`src/rtl/push_seq_pkg.sv`:
```
package push_seq_pkg;
    localparam int XLEN   = 32;
    localparam int LIST_W = 12;
    localparam int IDX_W  = $clog2(LIST_W);
    localparam int IMM_W  = 5;

    typedef enum logic [1:0] {ST_IDLE, ST_STORE, ST_ALLOC, ST_EPLD} st_e;
    typedef enum logic [1:0] {EP_FROM_SP, EP_SEXT16, EP_HI16, EP_FULL32} ep_src_e;

    typedef struct packed {
        st_e               st;
        logic [LIST_W-1:0] pend;
        logic [IMM_W-1:0]  imm;
        logic              ep_en;
        ep_src_e           src;
        logic [XLEN-1:0]   ext;
        logic [XLEN-1:0]   sp;
    } ctx_t;
endpackage

```
`src/rtl/push_decode.sv`:
```
module push_decode
    import push_seq_pkg::*;
(
    input  logic [31:0]       instr,
    output logic              legal,
    output logic [LIST_W-1:0] mask,
    output logic [IMM_W-1:0]  imm,
    output logic              ep_en,
    output ep_src_e           src
);
    localparam logic [9:0] OPC_HI = 10'b0000011110;
    logic op_ok, tail_plain, tail_ep;

    always_comb begin
        op_ok      = (instr[31:22] == OPC_HI);
        tail_plain = (instr[4:0] == 5'b00001);
        tail_ep    = (instr[2:0] == 3'b011);
        legal      = op_ok && (tail_plain || tail_ep);
        mask       = {instr[16], instr[15:5]};
        imm        = instr[21:17];
        ep_en      = tail_ep;
        src        = ep_src_e'(instr[4:3]);
    end
endmodule

```
`src/rtl/push_pick.sv`:
```
module push_pick #(
    parameter int W = 12,
    localparam int IW = $clog2(W)
) (
    input  logic [W-1:0]  vec,
    output logic          any,
    output logic [IW-1:0] idx
);
    always_comb begin
        any = 1'b0;
        idx = '0;
        for (int i = 0; i < W; i++) begin
            if (vec[i]) begin
                any = 1'b1;
                idx = IW'(i);
            end
        end
    end
endmodule

```
`src/rtl/push_ep_sel.sv`:
```
module push_ep_sel
    import push_seq_pkg::*;
(
    input  ep_src_e         src,
    input  logic [XLEN-1:0] sp,
    input  logic [XLEN-1:0] ext,
    output logic [XLEN-1:0] val
);
    always_comb begin
        unique case (src)
            EP_FROM_SP: val = sp;
            EP_SEXT16:  val = {{(XLEN-16){ext[15]}}, ext[15:0]};
            EP_HI16:    val = {ext[15:0], 16'h0000};
            default:    val = ext;
        endcase
    end
endmodule

```
`src/rtl/push_seq.sv`:
```
module push_seq
    import push_seq_pkg::*;
(
    input  logic        clk,
    input  logic        rst_n,
    input  logic        start,
    input  logic [31:0] instr,
    input  logic [31:0] ext_word,
    input  logic [31:0] sp_in,
    output logic [3:0]  rf_idx,
    input  logic [31:0] rf_data,
    output logic        mem_req,
    output logic [31:0] mem_addr,
    output logic [31:0] mem_wdata,
    input  logic        mem_ack,
    output logic        sp_we,
    output logic [31:0] sp_out,
    output logic        ep_we,
    output logic [31:0] ep_out,
    output logic        busy,
    output logic        done
);
    localparam logic [XLEN-1:0] WORD_BYTES = XLEN'(4);

    ctx_t ctx_d, ctx_q;

    logic              dec_legal, dec_ep;
    logic [LIST_W-1:0] dec_mask;
    logic [IMM_W-1:0]  dec_imm;
    ep_src_e           dec_src;
    logic              pick_any;
    logic [IDX_W-1:0]  pick_idx;
    logic [XLEN-1:0]   ep_val;

    push_decode u_dec (
        .instr (instr),
        .legal (dec_legal),
        .mask  (dec_mask),
        .imm   (dec_imm),
        .ep_en (dec_ep),
        .src   (dec_src)
    );

    push_pick #(.W(LIST_W)) u_pick (
        .vec (ctx_q.pend),
        .any (pick_any),
        .idx (pick_idx)
    );

    push_ep_sel u_eps (
        .src (ctx_q.src),
        .sp  (ctx_q.sp),
        .ext (ctx_q.ext),
        .val (ep_val)
    );

    always_comb begin
        ctx_d   = ctx_q;
        mem_req = 1'b0;
        sp_we   = 1'b0;
        ep_we   = 1'b0;
        done    = 1'b0;
        unique case (ctx_q.st)
            ST_IDLE: begin
                if (start && dec_legal) begin
                    ctx_d.pend  = dec_mask;
                    ctx_d.imm   = dec_imm;
                    ctx_d.ep_en = dec_ep;
                    ctx_d.src   = dec_src;
                    ctx_d.ext   = ext_word;
                    ctx_d.sp    = sp_in;
                    ctx_d.st    = (|dec_mask) ? ST_STORE : ST_ALLOC;
                end
            end
            ST_STORE: begin
                mem_req = pick_any;
                if (mem_ack && pick_any) begin
                    ctx_d.sp             = ctx_q.sp - WORD_BYTES;
                    ctx_d.pend[pick_idx] = 1'b0;
                    sp_we                = 1'b1;
                    if (ctx_d.pend == '0) ctx_d.st = ST_ALLOC;
                end
            end
            ST_ALLOC: begin
                ctx_d.sp = ctx_q.sp - XLEN'(ctx_q.imm);
                sp_we    = 1'b1;
                if (ctx_q.ep_en) begin
                    ctx_d.st = ST_EPLD;
                end else begin
                    done     = 1'b1;
                    ctx_d.st = ST_IDLE;
                end
            end
            default: begin
                ep_we    = 1'b1;
                done     = 1'b1;
                ctx_d.st = ST_IDLE;
            end
        endcase
    end

    always_ff @(posedge clk or negedge rst_n) begin
        if (!rst_n) ctx_q <= '0;
        else        ctx_q <= ctx_d;
    end

    assign rf_idx    = pick_idx;
    assign mem_addr  = ctx_q.sp - WORD_BYTES;
    assign mem_wdata = rf_data;
    assign sp_out    = ctx_d.sp;
    assign ep_out    = ep_val;
    assign busy      = (ctx_q.st != ST_IDLE);


    req_hold_chk: assert property (@(posedge clk) disable iff (!rst_n)
        (mem_req && !mem_ack) |=> (mem_req && $stable(mem_addr) && $stable(mem_wdata)));

    req_busy_chk: assert property (@(posedge clk) disable iff (!rst_n)
        mem_req |-> busy);

    done_pulse_chk: assert property (@(posedge clk) disable iff (!rst_n)
        done |=> (!done && !busy));

    ep_last_chk: assert property (@(posedge clk) disable iff (!rst_n)
        ep_we |-> (done && $past(sp_we)));

    legal_go_chk: assert property (@(posedge clk) disable iff (!rst_n)
        (!busy && start && dec_legal) |=> busy);

    illegal_stay_chk: assert property (@(posedge clk) disable iff (!rst_n)
        (!busy && !(start && dec_legal)) |=> !busy);
endmodule

```
`config.mk`:
```
export PLATFORM = sky130hd
export DESIGN_NAME = push_seq
export DESIGN_NICKNAME = d
export VERILOG_FILES = /design/src/rtl/push_seq_pkg.sv /design/src/rtl/push_decode.sv /design/src/rtl/push_pick.sv /design/src/rtl/push_ep_sel.sv /design/src/rtl/push_seq.sv
export SDC_FILE = /design/constraint.sdc
export NUM_CORES = 1
export LEC_CHECK = 0
export BUFFER_PORTS_ARGS = -buffer_cell sky130_fd_sc_hd__buf_2
export CAP_MARGIN = 20
export CORE_MARGIN = 2
export CORE_UTILIZATION = 51
export CTS_CLUSTER_DIAMETER = 150
export DETAILED_ROUTE_END_ITERATION = 8
export PLACE_DENSITY = 0.9
export SYNTH_ARGS = -nofsm -noshare
export SYNTH_HDL_FRONTEND = slang
export SYNTH_HIERARCHICAL = 1
export SYNTH_SLANG_ARGS = --single-unit
```
`constraint.sdc`:
```
create_clock -name clk -period 3.7 [get_ports clk]
set_input_delay 0.37 -clock clk [delete_from_list [all_inputs] [get_ports clk]]
set_output_delay 0.37 -clock clk [all_outputs]
set_load 0.02 [all_outputs]
```
==> results.txt, run 1 <==
----------------------------------------------------
[Synthesis]
  Post-synthesis mux area share ... 6.542%
  Gate count after technology mapping ... between 800 and 900
  Synthesized flop and latch total ... 86
  Total of warnings raised by yosys ... 6
  Area fraction in compound gates after synthesis ... a little under a fifth
  Area share of xor/xnor cells in the synthesized design ... 3.826%
  Leading cell types by total area after synthesis ... sky130_fd_sc_hd__dfrtp_1, sky130_fd_sc_hd__buf_4, sky130_fd_sc_hd__nand2_1
  Number of synthesized flops with an enable pin ... 0
  Most common flop cell mapped by yosys ... sky130_fd_sc_hd__dfrtp_1
  Post-Synthesis Mean Instance Area ... 8.397 µm²
  Post-synthesis share of cell area spent on full adders, half adders and majority gates ... 2.222%
  Cell type contributing the most total cell area after synthesis ... sky130_fd_sc_hd__dfrtp_1
  Combinational family with the most area after synthesis ... simple AND/OR/NAND/NOR gates
  Proportion of register bits with asynchronous set or reset after synthesis ... 100.0%
  Synth Area in Simple Gates ... 23.77%
  Unique cell type count in the Yosys netlist ... 82
  Top cell type's share of synthesized area ... 30.33%
  Area of the mapped netlist ... 7096 µm²
  Share of the yosys chip area belonging to registers ... 30.33%
  Syn Nets ... just under 1,000

[Power and ir drop]
  Clock Power Share ... 45.4%
  Net load switching power ... 470.3 µW
  Internal power component ... 1490 µW
  Sequential Power Share ... 48.3%
  Switching share of power ... 23.99%
  Power Density ... 247.4 nW/µm²
  Comb pwr share ... 6.2%
  Largest vdd supply drop ... ~0.00023 V
  Standby leakage power ... between 0.003 and 0.004 µW

[Layout]
  Post-Layout Cell Count ... 1,130
  Area growth from synthesis to final layout ... 11.71%
  Share of post-route cells with drive strength above 1 ... 31.05%
  Number of nets in the finished design ... 1,090
  Largest Register ... ctx_q
  Post-layout util ... between 50 and 60%
  Antenna diode instance count ... 0
  Flip-flop count of the largest register, all copies and words added ... 86
  Largest regs ... ctx_q x86

[Clock tree]
  Bufs on Longest Clock Path ... 2
  Clock tree from TritonCTS ... done
  Deepest level of the CTS H-tree ... 3
  Clock transition at the registers of the reported paths ... 0.06 ns
  Number of CTS-inserted buffers ... 9
  Root buf cell ... sky130_fd_sc_hd__clkbuf_16
  Cts hold-fix bufs ... 0
  Total clock sinks ... 86
  Clock latency on the worst-skew pair ... 0.35 ns

[Global routing]
  Pin count of the biggest net entering global routing ... 66
  Initial antenna violation count ... 0
  Most Used Layer, Global Route ... met2
  Met2 demand-to-capacity share in global routing ... 50.07%
  Remaining global-route overflow ... 0
  Global-route met3 utilization ... 6.742%
  Global-route wire length before repair ... 35.75 mm
  Global Route met1 Usage ... 41.87%
  Via count of the first global-routing pass ... 6,526
  GRT Overall Usage ... 31.46%

[Critical path]
  Launching element type of the critical path ... flip-flop
  CP max stage cell ... sky130_fd_sc_hd__or4_4
  Arrival time at the worst endpoint ... 3.28 ns
  Endpoint type of the worst setup path ... output pin
  Classification of the worst setup path ... flip-flop to output pin
  FF-to-FF Start ... ctx_q[77]$_DFFE_PN0P_
  Kind of cell with the highest combined delay on the critical path ... simple AND/OR/NAND/NOR gates
  Buffers plus inverters on the worst setup path ... 1
  CP Data Required Time ... 3.33 ns
  Delay of the slowest cell on the worst path ... roughly 0.6 ns
  Startpoint of the most critical setup path ... ctx_q[11]$_DFF_PN0_
  Cell-by-cell trace of the critical path ... or4_4, nor4_2, nand3_1, mux2_2, a222oi_1, o21ai_0, buf_2
  Largest fanout of any net on the critical path ... 9

[Floorplan]
  Number of rows in the core area ... 43
  Area of the die ... 14,870 µm²
  Boundary Pins ... 269
  Initial core utilization ... 51.72%
  Die Y-Extent ... 122.0 µm
  Width of the die ... 122.0 µm
  Placeable core area ... 13,720 µm²

[Timing]
  PnR worst setup slack ... 0.04880 ns
  Max frequency ... 273.9 MHz
  RSZ-0062 raised after global routing ... false
  Post-route setup TNS ... 0 ns
  Relative slew slack ... 36.31%
  Maximum clock skew at final layout ... ~0.0077 ns
  Max-slew violations ... 0
  Post-route clock period utilization ... a little over nine tenths
  Measured slew at the worst slew-check pin ... 0.9554 ns
  Period minus WS final ... 3.651 ns
  Hold_ws ... 0.1239 ns
  Final count of negative-setup-slack endpoints ... 0
  Final hold violations ... 0

[Placement]
  Global placer's final weighted congestion ... 1.019
  Number of port buffers ... 204
  Worst setup timing slack at the placement stage ... 0.3852 ns
  Total placed cells including tap cells ... 1,114
  Final HPWL from detailed placement ... 17.65 mm

[Route]
  Via count normalized by instance count ... 6.255
  First-pass detailed-route iteration total ... 8
  Iteration-0 DRC Markers ... 989
  ANT nets after route ... 0
  Post-DR wirelength/cell ... between 20 and 25 µm
  DRC ... 0
  Number of vias after detailed routing ... 7,068
  Drt total wl ... approximately 24 mm

[Status]
  Run status ... finished clean

[Hold path]
  Worst hold path type ... primary input to asynchronous set/reset pin

[Job]
  Max-capacitance violation count ... 0

----------------------------------------------------
-- final timing paths --
kind	end	slack (ns)	cells after the start
worst max-delay path	sp_out[30]	0.05	7
worst max register to register	ctx_q[84]$_DFFE_PN0P_	0.56	9
min in group clk	ctx_q[62]$_DFFE_PN0P_	0.21	3
worst min-delay path	ctx_q[61]$_DFFE_PN0P_	0.12	1
max in group asynchronous	ctx_q[45]$_DFFE_PN0P_	2.73	2
worst min register to register	ctx_q[48]$_DFFE_PN0P_	0.48	2
-- power groups by stage --
stage                     clock network (µW)  logic, µW  registers (µW)
after CTS                                899        122             948
after global routing                     938        134             948
after detailed placement                   0        121             966
final                                    890        122             948
after global placement                     0        121             965
after floorplan                            0        101             963
-- cell usage after synthesis, types with 6 or more instances --
cell type and instances:
sky130_fd_sc_hd__buf_4 86, sky130_fd_sc_hd__o221ai_1 6, sky130_fd_sc_hd__o31ai_1 9, sky130_fd_sc_hd__mux4_2 15, sky130_fd_sc_hd__or2_2 6, sky130_fd_sc_hd__dfrtp_1 86, sky130_fd_sc_hd__clkbuf_1 39, sky130_fd_sc_hd__buf_2 7
sky130_fd_sc_hd__nor4_1 16, sky130_fd_sc_hd__inv_1 19, sky130_fd_sc_hd__nand2_1 167, sky130_fd_sc_hd__a22oi_1 8, sky130_fd_sc_hd__nand2b_1 10, sky130_fd_sc_hd__or4_1 6, sky130_fd_sc_hd__o211ai_1 6, sky130_fd_sc_hd__mux2i_1 10
sky130_fd_sc_hd__xnor2_1 19, sky130_fd_sc_hd__nor2_1 43, sky130_fd_sc_hd__a222oi_1 8, sky130_fd_sc_hd__ha_1 11, sky130_fd_sc_hd__a21oi_1 19, sky130_fd_sc_hd__nor3_1 22, sky130_fd_sc_hd__nand3_1 18, sky130_fd_sc_hd__a221oi_1 6
sky130_fd_sc_hd__or3_1 12, sky130_fd_sc_hd__a22o_1 30, sky130_fd_sc_hd__a221o_1 6, sky130_fd_sc_hd__xor2_1 12, sky130_fd_sc_hd__o21ai_0 39
-- repair_timing --
item,CTS,global route
setup endpoints to repair,1,11
gates resized for setup,1,4
pin swaps,0,1
setup buffers,0,0
-- per-stage QoR --
| step | power (µW) | area, µm² |
|---|---|---|
| after CTS | 1969 | 7886 |
| after floorplan | 1064 | 7096 |
| after global placement | 1086 | 7597 |
| after detailed placement | 1087 | 7597 |
| final | 1961 | 7926 |
| after global routing | 2020 | 7926 |
-- cells by family (layout without fill, tap and decap cells) --
family | Yosys count | after routing
fa+ha+maj | 12 | 12
simple gates | 345 | 345
compound gates | 178 | 178
flops | 86 | 86
buf+inv | 166 | 271
mux | 27 | 27
xor+xnor | 31 | 31
-- routing by layer --
metal	vias up	routed length (µm)
met5	-	0
met4	0	767
met3	60	2550
met2	523	11070
met1	3315	9169
li1	3170	-
-- worst reg2reg max path, delay by kind of cell (launching register included) --
kind	cells	cell delay, ns
compound gates	4	1.09
buf+inv	1	0.21
simple gates	4	1.28
flops	1	0.47
-- cell usage in the layout, fill, tap and decap left out, types with 6 or more instances in the layout --
master                      instances
sky130_fd_sc_hd__nor3_1            22
sky130_fd_sc_hd__nand2b_1          10
sky130_fd_sc_hd__o221ai_1           6
sky130_fd_sc_hd__a22oi_1            8
sky130_fd_sc_hd__nand2_1          167
sky130_fd_sc_hd__o211ai_1           6
sky130_fd_sc_hd__o31ai_1            9
sky130_fd_sc_hd__or2_2              6
sky130_fd_sc_hd__buf_2            203
sky130_fd_sc_hd__dfrtp_1           86
sky130_fd_sc_hd__nor4_1            15
sky130_fd_sc_hd__mux4_2            15
sky130_fd_sc_hd__a221oi_1           6
sky130_fd_sc_hd__xor2_1            12
sky130_fd_sc_hd__nand3_1           18
sky130_fd_sc_hd__ha_1              10
sky130_fd_sc_hd__or3_1             12
sky130_fd_sc_hd__buf_4             32
sky130_fd_sc_hd__clkbuf_16          9
sky130_fd_sc_hd__inv_1             19
sky130_fd_sc_hd__a21oi_1           19
sky130_fd_sc_hd__mux2i_1           10
sky130_fd_sc_hd__a22o_1            30
sky130_fd_sc_hd__a222oi_1           8
sky130_fd_sc_hd__o21ai_0           39
sky130_fd_sc_hd__a221o_1            6
sky130_fd_sc_hd__nor2_1            42
sky130_fd_sc_hd__xnor2_1           19
-- cell type report --
| type | count | area, µm² |
|---|---|---|
| fill | 1243 | 5793 |
| multi-input combinational | 593 | 3908 |
| sequential | 86 | 2152 |
| timing repair buffer | 236 | 1284 |
| clock buffer | 11 | 252.7 |
| tap | 180 | 225.2 |
| inverter | 20 | 75.07 |
| clock inverter | 4 | 30.03 |
(Power assumes the default switching activity.)
==> run 2, diff against run 1 <==
ABC_AREA = 1   (was default)
CORE_UTILIZATION = 52   (was 51)
==> results.txt, run 2 <==
----------------------------------------------------
[Status]
  Run status ... finished clean (unchanged)

[Layout]
  Antenna diode instance count ... 0 (unchanged)
  Number of nets in the finished design ... 1,451 (was 1,090)
  Area growth from synthesis to final layout ... 10.19% (was 11.71%)
  Most common cell after layout, fill and taps aside ... sky130_fd_sc_hd__nand2_1 (was sky130_fd_sc_hd__buf_2)
  Post-layout util ... 58.42% (was 57.77%)
  Largest regs ... ctx_q x86 (unchanged)
  Most frequent cells in the layout ... sky130_fd_sc_hd__nand2_1, sky130_fd_sc_hd__buf_2, sky130_fd_sc_hd__nand3_1, sky130_fd_sc_hd__inv_1, sky130_fd_sc_hd__nor2_1 (was sky130_fd_sc_hd__buf_2, sky130_fd_sc_hd__nand2_1, sky130_fd_sc_hd__dfrtp_1, sky130_fd_sc_hd__nor2_1, sky130_fd_sc_hd__o21ai_0)
  Share of post-route cells with drive strength above 1 ... 22.48% (was 31.05%)
  Flip-flop count of the largest register, all copies and words added ... 86 (unchanged)
  Largest Register ... ctx_q (unchanged)

[Floorplan]
  Die Y-Extent ... 125.5 µm (was 122.0 µm)
  Placeable core area ... 14,480 µm² (was 13,720 µm²)
  Boundary Pins ... 269 (unchanged)
  Area of the die ... 15,750 µm² (was 14,870 µm²)
  Initial core utilization ... 53.02% (was 51.72%)
  Number of rows in the core area ... 44 (was 43)
  Width of the die ... 125.5 µm (was 122.0 µm)

[Placement]
  Number of port buffers ... 204 (unchanged)
  Global placer's final weighted congestion ... 0.9770 (was 1.019)
  Worst setup timing slack at the placement stage ... 0.6638 ns (was 0.3852 ns)
  Final HPWL from detailed placement ... 18.44 mm (was 17.65 mm)

[Route]
  Drt total wl ... 24.15 mm (was 23.56 mm)
  First-pass detailed-route iteration total ... 5 (was 8)
  Post-DR wirelength/cell ... 16.14 µm (was 20.85 µm)
  DRC ... 0 (unchanged)
  Number of vias after detailed routing ... 8,114 (was 7,068)
  Via count normalized by instance count ... 5.424 (was 6.255)
  Iteration-0 DRC Markers ... 535 (was 989)
  ANT nets after route ... 0 (unchanged)

[Power and ir drop]
  Largest vdd supply drop ... 0.0002616 V (was 0.0002291 V)
  Comb pwr share ... 5.8% (was 6.2%)
  Sequential Power Share ... 46.6% (was 48.3%)
  Net load switching power ... 505.0 µW (was 470.3 µW)
  Power Density ... 240.2 nW/µm² (was 247.4 nW/µm²)
  Switching share of power ... 24.86% (was 23.99%)
  Clock Power Share ... 47.6% (was 45.4%)
  Internal power component ... 1527 µW (was 1490 µW)
  Standby leakage power ... 0.004787 µW (was 0.003707 µW)

[Synthesis]
  Cell type contributing the most total cell area after synthesis ... sky130_fd_sc_hd__dfrtp_1 (unchanged)
  Top cell type's share of synthesized area ... 28.04% (was 30.33%)
  Post-Synthesis Mean Instance Area ... 6.365 µm² (was 8.397 µm²)
  Area of the mapped netlist ... 7676 µm² (was 7096 µm²)
  Most common flop cell mapped by yosys ... sky130_fd_sc_hd__dfrtp_1 (unchanged)
  Number of synthesized flops with an enable pin ... 0 (unchanged)
  Syn Nets ... 1,350 (was 989)
  Total of warnings raised by yosys ... 6 (unchanged)
  Most numerous cell types in the synthesized netlist ... sky130_fd_sc_hd__nand2_1, sky130_fd_sc_hd__nand3_1, sky130_fd_sc_hd__inv_1 (was sky130_fd_sc_hd__nand2_1, sky130_fd_sc_hd__buf_4, sky130_fd_sc_hd__dfrtp_1)
  Synthesized flop and latch total ... 86 (unchanged)
  Dominant cell by count in the synthesized netlist ... sky130_fd_sc_hd__nand2_1 (unchanged)
  Unique cell type count in the Yosys netlist ... 41 (was 82)
  Leading cell types by total area after synthesis ... sky130_fd_sc_hd__dfrtp_1, sky130_fd_sc_hd__nand2_1, sky130_fd_sc_hd__buf_4 (was sky130_fd_sc_hd__dfrtp_1, sky130_fd_sc_hd__buf_4, sky130_fd_sc_hd__nand2_1)
  Share of the yosys chip area belonging to registers ... 28.04% (was 30.33%)
  Proportion of register bits with asynchronous set or reset after synthesis ... 100.0% (unchanged)
  Gate count after technology mapping ... 1,206 (was 845)

[Clock tree]
  Clock transition at the registers of the reported paths ... 0.07 ns (was 0.06 ns)
  Number of CTS-inserted buffers ... 9 (unchanged)
  Total clock sinks ... 86 (unchanged)
  Bufs on Longest Clock Path ... 2 (unchanged)
  Clock tree from TritonCTS ... done (unchanged)
  Number of gates given a new drive strength after cts ... 0 (was 1)
  Deepest level of the CTS H-tree ... 3 (unchanged)
  Setup repair bufs after CTS ... 0 (unchanged)
  Root buf cell ... sky130_fd_sc_hd__clkbuf_16 (unchanged)
  Cts hold-fix bufs ... 0 (unchanged)
  Clock latency on the worst-skew pair ... 0.36 ns (was 0.35 ns)

[Global routing]
  GRT Overall Usage ... 30.77% (was 31.46%)
  Most Used Layer, Global Route ... met2 (unchanged)
  Pin count of the biggest net entering global routing ... 75 (was 66)
  Remaining global-route overflow ... 0 (unchanged)
  Met2 demand-to-capacity share in global routing ... 48.87% (was 50.07%)
  Global-route met3 utilization ... 7.745% (was 6.742%)
  Initial antenna violation count ... 0 (unchanged)
  Via count of the first global-routing pass ... 7,684 (was 6,526)
  Global-route wire length before repair ... 38.74 mm (was 35.75 mm)
  Global Route met1 Usage ... 39.52% (was 41.87%)

[Timing]
  Relative slew slack ... 30.53% (was 36.31%)
  Max frequency ... 310.4 MHz (was 273.9 MHz)
  RSZ-0062 raised after global routing ... false (unchanged)
  Period minus WS final ... 3.222 ns (was 3.651 ns)
  Measured slew at the worst slew-check pin ... 1.042 ns (was 0.9554 ns)
  PnR worst setup slack ... 0.4779 ns (was 0.04880 ns)
  Final count of negative-setup-slack endpoints ... 0 (unchanged)
  Hold_ws ... 0.2015 ns (was 0.1239 ns)
  Post-route setup TNS ... 0 ns (unchanged)
  Post-route clock period utilization ... 87.08% (was 98.68%)
  Maximum clock skew at final layout ... 0.01082 ns (was 0.007659 ns)
  Max-slew violations ... 0 (unchanged)
  Final hold violations ... 0 (unchanged)

[Critical path]
  Worst r2r path cells ... 13 (was 9)
  Largest fanout of any net on the critical path ... 26 (was 9)
  Arrival time at the worst endpoint ... 2.85 ns (was 3.28 ns)
  Critical Path Most Common Cell ... sky130_fd_sc_hd__nand2_1
  Launching element type of the critical path ... flip-flop (unchanged)
  Classification of the worst setup path ... flip-flop to output pin (unchanged)
  Delay of the slowest cell on the worst path ... 0.41 ns (was 0.61 ns)
  Cell-by-cell trace of the critical path ... nor2_1, nand2_1, nor2_1, nand3_1, nand2_1, inv_1, nand2_1, clkinv_1, buf_4, nand2_1, nand2_1, a22oi_1, o21ai_0, buf_2 (was or4_4, nor4_2, nand3_1, mux2_2, a222oi_1, o21ai_0, buf_2)
  CP Data Required Time ... 3.33 ns (about the same)
  Endpoint type of the worst setup path ... output pin (unchanged)
  CP max stage cell ... sky130_fd_sc_hd__dfrtp_1 (was sky130_fd_sc_hd__or4_4)

[Hold path]
  Worst hold path type ... primary input to flip-flop (was primary input to asynchronous set/reset pin)
  Hold-critical path depth ... 3

[Job]
  Max-capacitance violation count ... 0 (unchanged)

----------------------------------------------------
## run 2: cell types whose count changed after synthesis, sizes merged, moves of 30 or more
cell / before / now
nor2: 44 / 112
nand3: 18 / 112
nand2: 168 / 475
clkbuf: 44 / 14
a22o: 31 / 0
inv: 19 / 109
o21ai: 39 / 72
## run 2: kinds of logic (layout without fill, tap and decap cells)
group,count (synthesis),count (layout),share of synthesized area (%)
and+or+nand+nor,749,749,43.10
xor gates and xnor gates,11,11,1.646
DFF,86,86,28.04
adders and majority gates,12,12,2.054
buffers and inverters,241,347,17.47
AOI/OAI and AO/OA,107,107,7.694
## run 2: worst paths after layout
check | from | endpoint | slack, ns
worst min register to register | ctx_q[55]$_DFFE_PN0P_ | ctx_q[55]$_DFFE_PN0P_ | 0.49
min in group asynchronous | rst_n | ctx_q[23]$_DFF_PN0_ | 0.51
worst max register to register | ctx_q[81]$_DFFE_PN0P_ | ctx_q[6]$_DFF_PN0_ | 1.26
worst max-delay path | ctx_q[81]$_DFFE_PN0P_ | sp_out[6] | 0.48
max in group asynchronous | rst_n | ctx_q[77]$_DFFE_PN0P_ | 2.35
worst min-delay path | ext_word[25] | ctx_q[57]$_DFFE_PN0P_ | 0.20
## run 2: power groups by stage
stage / sequential [µW] / clock, µW / combinational [µW]
2_1_floorplan: 963 / 0 / 95.5
3_3_place_gp: 965 / 0 / 113
3_5_place_dp: 965 / 0 / 114
4_1_cts: 947 / 976 / 115
5_1_grt: 947 / 1010 / 131
6_report: 947 / 967 / 118
## run 2: worst max-delay path, delay by kind of cell, from the launching register on
family / cells / cell delay, ns
AND/OR/NAND/NOR: 8 / 1.09
buffers and inverters: 4 / 0.71
flip-flops: 1 / 0.41
AO/OA/AOI/OAI: 2 / 0.26
## run 2: layout make-up
type	instances	area [µm²]
Clock buffer	9	225.2
Clock inverter	7	78.83
Fill cell	1420	6021
Inverter	112	425.4
Multi-Input combinational cell	879	4183
Sequential cell	86	2152
Tap cell	184	230.2
Timing Repair Buffer	219	1164
## run 2: stage by stage
stage                     std cells  cell area (µm²)  power, µW
after detailed placement       1478             8124       1080
final                          1496             8458       2032
after global routing           1496             8458       2092
after global placement         1478             8124       1078
after floorplan                1206             7676       1059
after CTS                      1494             8428       2038
## run 2: metal layers
metal	part of all wire [%]	wire length, µm	vias to the layer above
li1	-	-	3916
met1	40	9745	3696
met2	46	11110	422
met3	9.5	2301	80
met4	4.1	993	0
met5	0	0	-
==> run 3, diff against run 2 <==
CORE_ASPECT_RATIO = 0.7   (was default)
CTS_CLUSTER_DIAMETER = default   (was 150)
==> results.txt, run 3 (same netlist as run 2, synthesis figures left out) <==
----------------------------------------------------
[Status]
  Run status ... finished clean (unchanged)

[Layout]
  Post-Layout Cell Count ... 1,506 (was 1,496)
  Share of post-route cells with drive strength above 1 ... 22.37% (was 22.48%)
  Area growth from synthesis to final layout ... 9.552% (was 10.19%)
  Most common cell after layout, fill and taps aside ... sky130_fd_sc_hd__nand2_1 (unchanged)
  Number of nets in the finished design ... 1,449 (was 1,451)
  Flip-flop count of the largest register, all copies and words added ... 86 (unchanged)
  Largest regs ... ctx_q x86 (unchanged)
  Largest Register ... ctx_q (unchanged)
  Most frequent cells in the layout ... sky130_fd_sc_hd__nand2_1, sky130_fd_sc_hd__buf_2, sky130_fd_sc_hd__nand3_1, sky130_fd_sc_hd__inv_1, sky130_fd_sc_hd__nor2_1 (unchanged)

[Critical path]
  Delay of the slowest cell on the worst path ... 0.42 ns (was 0.41 ns)
  CP Data Required Time ... 3.33 ns (about the same)
  Largest fanout of any net on the critical path ... 19 (was 26)
  Launching element type of the critical path ... flip-flop (unchanged)
  Endpoint type of the worst setup path ... output pin (unchanged)
  Arrival time at the worst endpoint ... 2.97 ns (was 2.85 ns)
  Cell-by-cell trace of the critical path ... nor2_1, nand2_1, nor2_1, nand3_1, nand2_1, inv_1, o21ai_4, nor2_4, inv_2, a21oi_1, o21ai_1, buf_2 (was nor2_1, nand2_1, nor2_1, nand3_1, nand2_1, inv_1, nand2_1, clkinv_1, buf_4, nand2_1, nand2_1, a22oi_1, o21ai_0, buf_2)
  Buffers plus inverters on the worst setup path ... 3 (was 4)
  Kind of cell with the highest combined delay on the critical path ... simple AND/OR/NAND/NOR gates (unchanged)
  Classification of the worst setup path ... flip-flop to output pin (unchanged)
  CP max stage cell ... sky130_fd_sc_hd__dfrtp_1 (unchanged)

[Timing]
  Measured slew at the worst slew-check pin ... 0.9433 ns (was 1.042 ns)
  Final hold violations ... 0 (unchanged)
  Max-slew violations ... 0 (unchanged)
  Max frequency ... 299.4 MHz (was 310.4 MHz)
  PnR worst setup slack ... 0.3603 ns (was 0.4779 ns)
  Period minus WS final ... 3.340 ns (was 3.222 ns)
  RSZ-0062 raised after global routing ... false (unchanged)
  Relative slew slack ... 37.11% (was 30.53%)
  Post-route setup TNS ... 0 ns (unchanged)
  Hold_ws ... 0.1555 ns (was 0.2015 ns)
  Maximum clock skew at final layout ... 0.009923 ns (was 0.01082 ns)
  Final count of negative-setup-slack endpoints ... 0 (unchanged)
  Post-route clock period utilization ... 90.26% (was 87.08%)

[Clock tree]
  Bufs on Longest Clock Path ... 2 (unchanged)
  Setup repair bufs after CTS ... 0 (unchanged)
  Clock transition at the registers of the reported paths ... 0.07 ns (about the same)
  Deepest level of the CTS H-tree ... 3 (unchanged)
  Root buf cell ... sky130_fd_sc_hd__clkbuf_16 (unchanged)
  Clock tree from TritonCTS ... done (unchanged)
  Number of CTS-inserted buffers ... 9 (unchanged)
  Total clock sinks ... 86 (unchanged)
  Cts hold-fix bufs ... 0 (unchanged)
  Number of gates given a new drive strength after cts ... 0 (unchanged)
  Clock latency on the worst-skew pair ... 0.35 ns (was 0.36 ns)

[Route]
  DRC ... 0 (unchanged)
  Post-DR wirelength/cell ... 17.12 µm (was 16.14 µm)
  ANT nets after route ... 0 (unchanged)
  First-pass detailed-route iteration total ... 5 (unchanged)
  Number of vias after detailed routing ... 8,236 (was 8,114)
  Via count normalized by instance count ... 5.469 (was 5.424)
  Drt total wl ... 25.79 mm (was 24.15 mm)
  Iteration-0 DRC Markers ... 812 (was 535)

[Global routing]
  Initial antenna violation count ... 1 (was 0)
  Pin count of the biggest net entering global routing ... 69 (was 75)
  Remaining global-route overflow ... 0 (unchanged)
  Via count of the first global-routing pass ... 7,502 (was 7,684)
  GRT Overall Usage ... 32.91% (was 30.77%)
  Global-route wire length before repair ... 40.28 mm (was 38.74 mm)

[Power and ir drop]
  Pwr Total ... 1970 µW (was 2032 µW)
  Largest vdd supply drop ... 0.0001795 V (was 0.0002616 V)
  Standby leakage power ... 0.004756 µW (was 0.004787 µW)
  Power Density ... 234.3 nW/µm² (was 240.2 nW/µm²)

[Floorplan]
  Number of rows in the core area ... 37 (was 44)
  Width of the die ... 149.2 µm (was 125.5 µm)
  Placeable core area ... 14,580 µm² (was 14,480 µm²)
  Area of the die ... 15,760 µm² (was 15,750 µm²)
  Boundary Pins ... 269 (unchanged)
  Die Y-Extent ... 105.7 µm (was 125.5 µm)
  Initial core utilization ... 52.64% (was 53.02%)

[Placement]
  Worst setup timing slack at the placement stage ... 0.4894 ns (was 0.6638 ns)
  Total placed cells including tap cells ... 1,489 (was 1,478)
  Number of port buffers ... 204 (unchanged)
  Final HPWL from detailed placement ... 20.01 mm (was 18.44 mm)
  Global placer's final weighted congestion ... 1.066 (was 0.9770)

[Job]
  Max-capacitance violation count ... 0 (unchanged)

[Hold path]
  Worst hold path type ... primary input to asynchronous set/reset pin (was primary input to flip-flop)

----------------------------------------------------
run 3: power by group:
part	total (µW)	switching (µW)	internal [µW]
Clock	908	439	469
Combinational	116	66.2	49.4
Sequential	947	5.20	942
run 3: metrics by stage:
stage / cell area, µm² / util [%]
2_1_floorplan: 7676 / -
3_3_place_gp: 8125 / 55.72
3_5_place_dp: 8125 / 55.72
4_1_cts: 8407 / 57.65
5_1_grt: 8409 / 57.67
6_report: 8409 / 57.67
run 3: path summary, 6_finish.rpt:
| kind | startpoint | end | slack [ns] | cells past startpoint |
|---|---|---|---|---|
| worst max register to register | ctx_q[82]$_DFFE_PN0P_ | ctx_q[7]$_DFF_PN0_ | 1.15 | 13 |
| worst max-delay path | ctx_q[82]$_DFFE_PN0P_ | sp_out[5] | 0.36 | 12 |
| max in group asynchronous | rst_n | ctx_q[15]$_DFF_PN0_ | 2.72 | 2 |
| worst min-delay path | rst_n | ctx_q[81]$_DFFE_PN0P_ | 0.16 | 1 |
| worst min register to register | ctx_q[57]$_DFFE_PN0P_ | ctx_q[57]$_DFFE_PN0P_ | 0.49 | 2 |
| min in group clk | ext_word[18] | ctx_q[50]$_DFFE_PN0P_ | 0.20 | 3 |
run 3: area by class of cell:
type	count	area [µm²]
Fill cell	1483	6173
Multi-Input combinational cell	879	4183
Sequential cell	86	2152
Timing Repair Buffer	217	1121
Inverter	112	425.4
Tap cell	195	244.0
Clock buffer	10	229.0
Clock inverter	6	52.55
Antenna cell	1	2.502
run 3: per-layer routing:
| metal | part of all wire, % | up-vias | GRT usage, % |
|---|---|---|---|
| met1 | 44 | 3729 | 48.81 |
| met5 | 0 | - | 0 |
| li1 | - | 3909 | - |
| met4 | 2.2 | 0 | 9.592 |
| met2 | 40 | 554 | 46.08 |
| met3 | 13 | 44 | 9.437 |
run 3: worst register-to-register path, cell delays in order (launching register included):
cell and delay [ns]:
sky130_fd_sc_hd__dfrtp_1 0.42, sky130_fd_sc_hd__nor2_1 0.15, sky130_fd_sc_hd__nand2_1 0.19, sky130_fd_sc_hd__nor2_1 0.18, sky130_fd_sc_hd__nand3_1 0.10, sky130_fd_sc_hd__nand2_1 0.08
sky130_fd_sc_hd__inv_1 0.08, sky130_fd_sc_hd__nand2_1 0.21, sky130_fd_sc_hd__clkinv_1 0.31, sky130_fd_sc_hd__buf_4 0.32, sky130_fd_sc_hd__nand2_1 0.12, sky130_fd_sc_hd__nand2_1 0.05
sky130_fd_sc_hd__nand2_1 0.07, sky130_fd_sc_hd__o211ai_1 0.13
